`config.mk`:
```
export PLATFORM = sky130hd
export DESIGN_NAME = pwr_seq_chain
export DESIGN_NICKNAME = d
export VERILOG_FILES = /design/src/rtl/pwr_seq_pkg.sv /design/src/rtl/pwr_seq_timer.sv /design/src/rtl/pwr_seq_ready_mux.sv /design/src/rtl/pwr_seq_switch_bank.sv /design/src/rtl/pwr_seq_chain.sv
export SDC_FILE = /design/constraint.sdc
export NUM_CORES = 1
export LEC_CHECK = 0
export ABC_AREA = 1
export BUFFER_PORTS_ARGS = -buffer_cell sky130_fd_sc_hd__buf_2
export CORE_UTILIZATION = 48
export DETAILED_ROUTE_END_ITERATION = 10
export PLACE_DENSITY = 0.77
export SETUP_SLACK_MARGIN = 0.3
export SLEW_MARGIN = 20
export SYNTH_ARGS = -nofsm -noshare
export SYNTH_HDL_FRONTEND = slang
export SYNTH_SLANG_ARGS = --single-unit
export TNS_END_PERCENT = 10
```
`constraint.sdc`:
```
create_clock -name clk -period 2.15 [get_ports clk]
set_input_delay 0 -clock clk [delete_from_list [all_inputs] [get_ports clk]]
set_output_delay 0 -clock clk [all_outputs]
set_load 0.03 [all_outputs]
```
`src/rtl/pwr_seq_pkg.sv`:
```
package pwr_seq_pkg;

   localparam int NSTAGE      = 6;
   localparam int STAGE_IDX_W = $clog2(NSTAGE);
   localparam int MODE_W      = 3;

   localparam logic [MODE_W-1:0] MODE_PWR_DOWN = 3'b010;
   localparam logic [MODE_W-1:0] MODE_PWR_SAVE = 3'b011;

   typedef logic [STAGE_IDX_W-1:0] stage_idx_t;

   typedef enum logic [2:0] {
      SEQ_LAUNCH,
      SEQ_WAIT,
      SEQ_SETTLE,
      SEQ_DONE,
      SEQ_DOWN,
      SEQ_SLEEP,
      SEQ_FAULT
   } seq_state_e;

   function automatic logic is_deep(input logic [MODE_W-1:0] mode);
      return (mode == MODE_PWR_DOWN) || (mode == MODE_PWR_SAVE);
   endfunction

endpackage

```
`src/rtl/pwr_seq_timer.sv`:
```
module pwr_seq_timer #(
   parameter int CNT_W = 6
) (
   input  logic             clk,
   input  logic             rst_n,
   input  logic             clr,
   input  logic             inc,
   input  logic [CNT_W-1:0] limit,
   output logic             hit
);

   logic [CNT_W-1:0] cnt_q;
   logic [CNT_W:0]   cnt_nx;

   generate
      if (CNT_W < 1) begin : g_bad_width
         $error("pwr_seq_timer: CNT_W must be at least 1");
      end
   endgenerate

   always_ff @(posedge clk or negedge rst_n) begin
      if (!rst_n) begin
         cnt_q <= '0;
      end else if (clr) begin
         cnt_q <= '0;
      end else if (inc && !hit) begin
         cnt_q <= cnt_q + 1'b1;
      end
   end

   assign cnt_nx = {1'b0, cnt_q} + {{CNT_W{1'b0}}, 1'b1};
   assign hit    = (cnt_nx == {1'b0, limit});

endmodule

```
`src/rtl/pwr_seq_ready_mux.sv`:
```
module pwr_seq_ready_mux
   import pwr_seq_pkg::*;
#(
   parameter int unsigned LLREG_STAGE = 1,
   parameter int unsigned RADIO_STAGE = 4
) (
   input  logic [NSTAGE-1:0] dom_rdy,
   input  logic              llreg_ok,
   input  logic              radio_asleep,
   input  stage_idx_t        stage_idx,
   output logic              stage_ok
);

   localparam int PAD_N = 1 << STAGE_IDX_W;

   logic [NSTAGE-1:0] qual;
   logic [PAD_N-1:0]  qual_ext;

   generate
      for (genvar g = 0; g < NSTAGE; g++) begin : g_qual
         if (g == LLREG_STAGE) begin : g_llreg
            assign qual[g] = dom_rdy[g] & llreg_ok;
         end else if (g == RADIO_STAGE) begin : g_radio
            assign qual[g] = dom_rdy[g] | radio_asleep;
         end else begin : g_plain
            assign qual[g] = dom_rdy[g];
         end
      end
   endgenerate

   always_comb begin
      qual_ext              = '0;
      qual_ext[NSTAGE-1:0]  = qual;
   end

   assign stage_ok = qual_ext[stage_idx];

endmodule

```
`src/rtl/pwr_seq_switch_bank.sv`:
```
module pwr_seq_switch_bank
   import pwr_seq_pkg::*;
#(
   parameter logic [NSTAGE-1:0] OFF_MASK = 6'b111110
) (
   input  logic              clk,
   input  logic              rst_n,
   input  logic              set_en,
   input  stage_idx_t        set_idx,
   input  logic              clr_en,
   input  stage_idx_t        clr_idx,
   output logic [NSTAGE-1:0] en_o
);

   generate
      for (genvar g = 0; g < NSTAGE; g++) begin : g_sw
         logic hit_set;
         assign hit_set = set_en && (set_idx == stage_idx_t'(g));
         if (OFF_MASK[g]) begin : g_switchable
            logic hit_clr;
            assign hit_clr = clr_en && (clr_idx == stage_idx_t'(g));
            always_ff @(posedge clk or negedge rst_n) begin
               if (!rst_n) begin
                  en_o[g] <= 1'b0;
               end else if (hit_set) begin
                  en_o[g] <= 1'b1;
               end else if (hit_clr) begin
                  en_o[g] <= 1'b0;
               end
            end
         end else begin : g_always_on
            always_ff @(posedge clk or negedge rst_n) begin
               if (!rst_n) begin
                  en_o[g] <= 1'b0;
               end else if (hit_set) begin
                  en_o[g] <= 1'b1;
               end
            end
         end
      end
   endgenerate

endmodule

```
`src/rtl/pwr_seq_chain.sv`:
```
module pwr_seq_chain
   import pwr_seq_pkg::*;
#(
   parameter int unsigned       TIMEOUT_CYC = 64,
   parameter int unsigned       SETTLE_CYC [NSTAGE] = '{4, 4, 2, 2, 4, 2},
   parameter logic [NSTAGE-1:0] OFF_MASK    = 6'b111110,
   parameter int unsigned       LLREG_STAGE = 1,
   parameter int unsigned       RADIO_STAGE = 4
) (
   input  logic                   clk,
   input  logic                   rst_n,
   input  logic [MODE_W-1:0]      slp_mode,
   input  logic [NSTAGE-1:0]      dom_rdy,
   input  logic                   llreg_ok,
   input  logic                   radio_asleep,
   output logic [NSTAGE-1:0]      dom_en,
   output logic                   chain_done,
   output logic                   pwr_fault,
   output logic [STAGE_IDX_W-1:0] fault_stage
);

   function automatic int unsigned calc_lim_max();
      int unsigned m;
      m = TIMEOUT_CYC;
      for (int i = 0; i < NSTAGE; i++) begin
         if (SETTLE_CYC[i] > m) m = SETTLE_CYC[i];
      end
      return m;
   endfunction

   function automatic int calc_first_off();
      int f;
      f = 0;
      for (int i = NSTAGE - 1; i >= 0; i--) begin
         if (OFF_MASK[i]) f = i;
      end
      return f;
   endfunction

   localparam int unsigned LIM_MAX   = calc_lim_max();
   localparam int          CNT_W     = $clog2(LIM_MAX + 1);
   localparam int          PAD_N     = 1 << STAGE_IDX_W;
   localparam stage_idx_t  FIRST_OFF = stage_idx_t'(calc_first_off());
   localparam stage_idx_t  LAST_IDX  = stage_idx_t'(NSTAGE - 1);

   generate
      if (TIMEOUT_CYC < 2) begin : g_bad_timeout
         $error("pwr_seq_chain: TIMEOUT_CYC must be at least 2");
      end
      if (OFF_MASK == '0) begin : g_bad_mask
         $error("pwr_seq_chain: OFF_MASK selects no switchable stage");
      end
      if (LLREG_STAGE >= NSTAGE || RADIO_STAGE >= NSTAGE) begin : g_bad_stage
         $error("pwr_seq_chain: qualified stage index out of range");
      end
      if (LLREG_STAGE == RADIO_STAGE) begin : g_same_stage
         $error("pwr_seq_chain: regulator and radio stages must differ");
      end
      for (genvar g = 0; g < NSTAGE; g++) begin : g_chk_settle
         if (SETTLE_CYC[g] < 1) begin : g_bad_settle
            $error("pwr_seq_chain: every settle delay must be at least 1");
         end
      end
   endgenerate

   seq_state_e       state_q, state_d;
   stage_idx_t       idx_q, idx_d;
   stage_idx_t       fstage_q, fstage_d;
   logic             done_q, done_d;
   logic             fault_q, fault_d;
   logic             set_en, clr_en;
   logic             tmr_clr, tmr_inc, tmr_hit;
   logic             stage_ok, deep;
   logic [CNT_W-1:0] lim;
   logic [CNT_W-1:0] settle_lut [PAD_N];

   generate
      for (genvar g = 0; g < PAD_N; g++) begin : g_lut
         if (g < NSTAGE) begin : g_used
            assign settle_lut[g] = CNT_W'(SETTLE_CYC[g]);
         end else begin : g_pad
            assign settle_lut[g] = CNT_W'(1);
         end
      end
   endgenerate

   assign deep    = is_deep(slp_mode);
   assign lim     = (state_q == SEQ_WAIT) ? CNT_W'(TIMEOUT_CYC) : settle_lut[idx_q];
   assign tmr_inc = (state_q == SEQ_WAIT) || (state_q == SEQ_SETTLE);

   pwr_seq_ready_mux #(
      .LLREG_STAGE (LLREG_STAGE),
      .RADIO_STAGE (RADIO_STAGE)
   ) u_rdy (
      .dom_rdy      (dom_rdy),
      .llreg_ok     (llreg_ok),
      .radio_asleep (radio_asleep),
      .stage_idx    (idx_q),
      .stage_ok     (stage_ok)
   );

   pwr_seq_timer #(
      .CNT_W (CNT_W)
   ) u_tmr (
      .clk   (clk),
      .rst_n (rst_n),
      .clr   (tmr_clr),
      .inc   (tmr_inc),
      .limit (lim),
      .hit   (tmr_hit)
   );

   pwr_seq_switch_bank #(
      .OFF_MASK (OFF_MASK)
   ) u_bank (
      .clk     (clk),
      .rst_n   (rst_n),
      .set_en  (set_en),
      .set_idx (idx_d),
      .clr_en  (clr_en),
      .clr_idx (idx_q),
      .en_o    (dom_en)
   );

   always_comb begin
      state_d  = state_q;
      idx_d    = idx_q;
      fstage_d = fstage_q;
      done_d   = done_q;
      fault_d  = fault_q;
      set_en   = 1'b0;
      clr_en   = 1'b0;
      tmr_clr  = 1'b0;
      unique case (state_q)
         SEQ_LAUNCH: begin
            set_en  = 1'b1;
            tmr_clr = 1'b1;
            state_d = SEQ_WAIT;
         end
         SEQ_WAIT: begin
            if (stage_ok) begin
               tmr_clr = 1'b1;
               state_d = SEQ_SETTLE;
            end else if (tmr_hit) begin
               fault_d  = 1'b1;
               fstage_d = idx_q;
               state_d  = SEQ_FAULT;
            end
         end
         SEQ_SETTLE: begin
            if (tmr_hit) begin
               tmr_clr = 1'b1;
               if (deep) begin
                  state_d = (idx_q >= FIRST_OFF) ? SEQ_DOWN : SEQ_SLEEP;
               end else if (idx_q == LAST_IDX) begin
                  done_d  = 1'b1;
                  state_d = SEQ_DONE;
               end else begin
                  idx_d   = idx_q + 1'b1;
                  set_en  = 1'b1;
                  state_d = SEQ_WAIT;
               end
            end
         end
         SEQ_DONE: begin
            if (deep) begin
               done_d  = 1'b0;
               state_d = SEQ_DOWN;
            end
         end
         SEQ_DOWN: begin
            clr_en = 1'b1;
            if (idx_q == FIRST_OFF) begin
               state_d = SEQ_SLEEP;
            end else begin
               idx_d = idx_q - 1'b1;
            end
         end
         SEQ_SLEEP: begin
            if (!deep) begin
               idx_d   = FIRST_OFF;
               set_en  = 1'b1;
               tmr_clr = 1'b1;
               state_d = SEQ_WAIT;
            end
         end
         SEQ_FAULT: begin
            state_d = SEQ_FAULT;
         end
         default: begin
            state_d = SEQ_FAULT;
            fault_d = 1'b1;
         end
      endcase
   end

   always_ff @(posedge clk or negedge rst_n) begin
      if (!rst_n) begin
         state_q  <= SEQ_LAUNCH;
         idx_q    <= '0;
         fstage_q <= '0;
         done_q   <= 1'b0;
         fault_q  <= 1'b0;
      end else begin
         state_q  <= state_d;
         idx_q    <= idx_d;
         fstage_q <= fstage_d;
         done_q   <= done_d;
         fault_q  <= fault_d;
      end
   end

   assign chain_done  = done_q;
   assign pwr_fault   = fault_q;
   assign fault_stage = fstage_q;

endmodule

```
==> run_results.csv <==
group,metric,value,unit
run_status,status,"finished clean",
worst_setup_path,worstSetupStartpoint,"idx_q[0]",
timing,fmax,512.6,MHz
timing,worst_pin_slew,0.5777,ns
route,wirelength,4185,um
worst_setup_path,crit_fanout,7,
synthesis,synth_cell_types,34,
clock_tree,cts_tree,"done",
power,p_sw_share,52.29,%
clock_tree,htreeDepth,1,
finish,layout.cells.non_filler,339,
grt,grt_usage,23.50,%
grt,grt_pass1_wl,7452,um
power,power_density,1533,nW/um^2
route,via_count,1730,
finish,finalNetCount,312,
power,pwr-share-seq,23.5,%
synthesis,synthTopCellsByArea,"dfrtp_1 33%, nand2_1 14%, inv_1 5.5%",
grt,grt_max_degree,25,
clock_tree,clkTransAtPathRegs,0.09,ns
worst_setup_path,cp.arrival,2.17,ns
power,p_int,1.648,mW
synthesis,netlist_instances,254,
worst_setup_path,worstPathRequired,2.37,ns
finish,drive_above_1_share,32.99,%
clock_tree,clock_latency,0.28,ns
power,switching_power,1.807,mW
route,ant_nets,0,
worst_setup_path,end_kind,"register",
synthesis,synth_ff_type,"dfrtp_1",
timing,finalClockSkew,0.004358,ns
timing,worst_slew_margin_rel,61.49,%
synthesis,yosys.area.top_type_share,32.65,%
timing,fin_crit_sh,90.74,%
synthesis,syn_area,1839,um^2
power,power_frac_clock,9.3,%
floorplanning,fp-row-count,22,
synthesis,synth_top_cell_by_area,"dfrtp_1",
synthesis,ys.warnings.count,0,
timing,fin_tns_setup,0,ns
synthesis,synthMostInstantiatedCell,"nand2_1",
timing,hold_viol,0,
floorplanning,start_util,50.24,%
worst_setup_path,r2r-start,"idx_q[0]",
placement,dp_worst_setup_slack,0.1295,ns
clock_tree,cts-root-buf,"clkbuf_8",
synthesis,syn-num-nets,274,
grt,antenna_found_initial,0,
synthesis,synth.avg_cell_area,7.241,um^2
floorplanning,die_h,63.90,um
power,ir_drop,0.8503,mV
clock_tree,cts_max_path_buffers,2,
grt,grt-ovfl-total,0,
route,wire_per_inst,12.35,um
timing,fin_ws,0.1990,ns
hold_path,hold_start,"slp_mode[2]",
floorplanning,ios,24,
route,drcViolationCount,0,
placement,globalplace.congestion,0.9442,
route,drt_iter0_drc,92,
route,vias_per_cell,5.103,
run,maxCapViolations,0,
placement,dp_cells,328,
worst_setup_path,startpoint_type,"register",
synthesis,async_reset_ff_share,100.0,%
floorplanning,dieArea,4083,um^2
power,pwr-share-comb,67.2,%
hold_path,hold_path_class,"input port to register",
synthesis,synth-seq-cells,24,
timing,maxSlewViolCount,0,
clock_tree,numCtsBuffers,3,
timing,post-route-min-period,1.951,ns
clock_tree,numClockSinks,24,
power,p_total,3.455,mW
grt,grt_pass1_vias,1652,
synthesis,ys_top_cells_by_count,"68 x nand2_1, 27 x inv_1, 24 x dfrtp_1",
finish,antenna_cells,0,
synthesis,ys_seq_area_share,32.65,%
placement,hpwlAfterDp,3061,um
floorplanning,core-area,3661,um^2
power,p_leak,1.091,nW
synthesis,synth_edf_count,0,
placement,io_buffers,22,
timing,rsz0062_at_grt,"true",
worst_setup_path,crit_type,"register to register",
floorplanning,chipWidth,63.90,um
finish,syn_to_final_growth,22.52,%
route,first_pass_iters,4,
timing,finalSetupViolCount,0,
[sequential cells by signal, indices dropped and copies added (netlist names)]
register and flops:
u_tmr.cnt_q 7, u_bank.en_o 6, state_q 3, idx_q 3, pwr_fault 1, chain_done 1
fault_stage 3
[power groups by stage]
stage	registers (mW)	clock network, mW	logic [mW]
after floorplan	0.932	0	1.55
after global placement	0.804	0	2.11
after detailed placement	0.812	0	2.14
after CTS	0.804	0.330	2.29
after global routing	0.839	0.347	2.63
final	0.812	0.323	2.32
[cell usage in the layout (no fill, tap or decap), drive strengths merged]
master | synthesis | final
a211oi | 3 | 3
a21oi | 13 | 13
a22oi | 1 | 1
a31o | 1 | 1
buf | 2 | 34
clkbuf | 0 | 4
clkinv | 1 | 2
dfrtp | 24 | 24
dlygate4sd3 | 0 | 1
ha | 7 | 7
inv | 33 | 32
nand2 | 77 | 77
nand3 | 23 | 23
nand3b | 1 | 1
nand4 | 2 | 2
nor2 | 31 | 31
nor3 | 5 | 5
o211ai | 2 | 2
o21ai | 21 | 21
o21bai | 1 | 1
o221ai | 1 | 1
o32ai | 1 | 1
or2 | 1 | 1
xnor2 | 1 | 1
xor2 | 2 | 2
[kinds of logic after synthesis]
group           count (synthesis)  synth area share, %
fa+ha+maj                       7                4.762
simple gates                  140                39.46
xor+xnor                        3                1.429
compound gates                 44                13.81
flops                          24                32.65
buf+inv                        36                7.891
[cell type report]
cell class | instances | area [um^2]
flip-flops and latches | 24 | 604.3
multi-input cells | 194 | 1181
well taps | 48 | 60.06
inverters | 34 | 142.6
fillers | 328 | 1408
repair buffers | 35 | 210.2
clock buffers | 4 | 55.05
[worst max-delay path: stages (launching register included)]
cell and delay (ns):
dfrtp_2 0.47, clkinv_4 0.08, ha_4 0.16, nand2_4 0.06, o21ai_2 0.05, nand2_1 0.06
nand2_1 0.05, nand2_1 0.06, nand3_2 0.08, nor2_4 0.17, nand2_4 0.11, inv_2 0.08
nand2_2 0.06, nor2_2 0.10, nor2_2 0.06, nor2_2 0.13, nand2_1 0.07, nand2_1 0.05
[layer usage]
layer / vias to the layer above / routed length, um / global-route usage (%) / share of wire [%]
li1: 903 / - / - / -
met1: 790 / 1935 / 31.01 / 46
met2: 32 / 2034 / 39.23 / 49
met3: 5 / 157 / 3.393 / 3.8
met4: 0 / 58 / 7.670 / 1.4
met5: - / 0 / 0 / 0
[final timing paths]
kind / to / slack, ns / cells past startpoint
worst min register to register: u_bank.en_o[0] / 0.48 / 2
max in group asynchronous: idx_q[0] / 1.49 / 2
worst max register to register: u_bank.en_o[5] / 0.20 / 17
worst min-delay path: state_q[0] / 0.19 / 5
min in group asynchronous: u_tmr.cnt_q[2] / 0.24 / 2
worst max-delay path: u_bank.en_o[5] / 0.20 / 17
[stage by stage]
| step | hold slack [ns] | utilization (%) | cell area [um^2] |
|---|---|---|---|
| floorplan | -0.2956 | - | 1864 |
| global placement | 0.02176 | 56.39 | 2064 |
| detailed placement | 0.03016 | 56.39 | 2064 |
| CTS | 0.1923 | 60.80 | 2226 |
| global route | 0.2648 | 61.55 | 2253 |
| finish | 0.1945 | 61.55 | 2253 |
[repair_timing]
action | 4_1_cts | 5_1_grt
gates resized for setup | 12 | 7
endpoints found under the setup margin | 21 | 23
buffers inserted | 6 | 0
hold buffers | 1 | 0
hold endpoints to repair | 24 | 0
pin swaps | 11 | 5
Note: power is estimated with default switching activity, not from simulation.
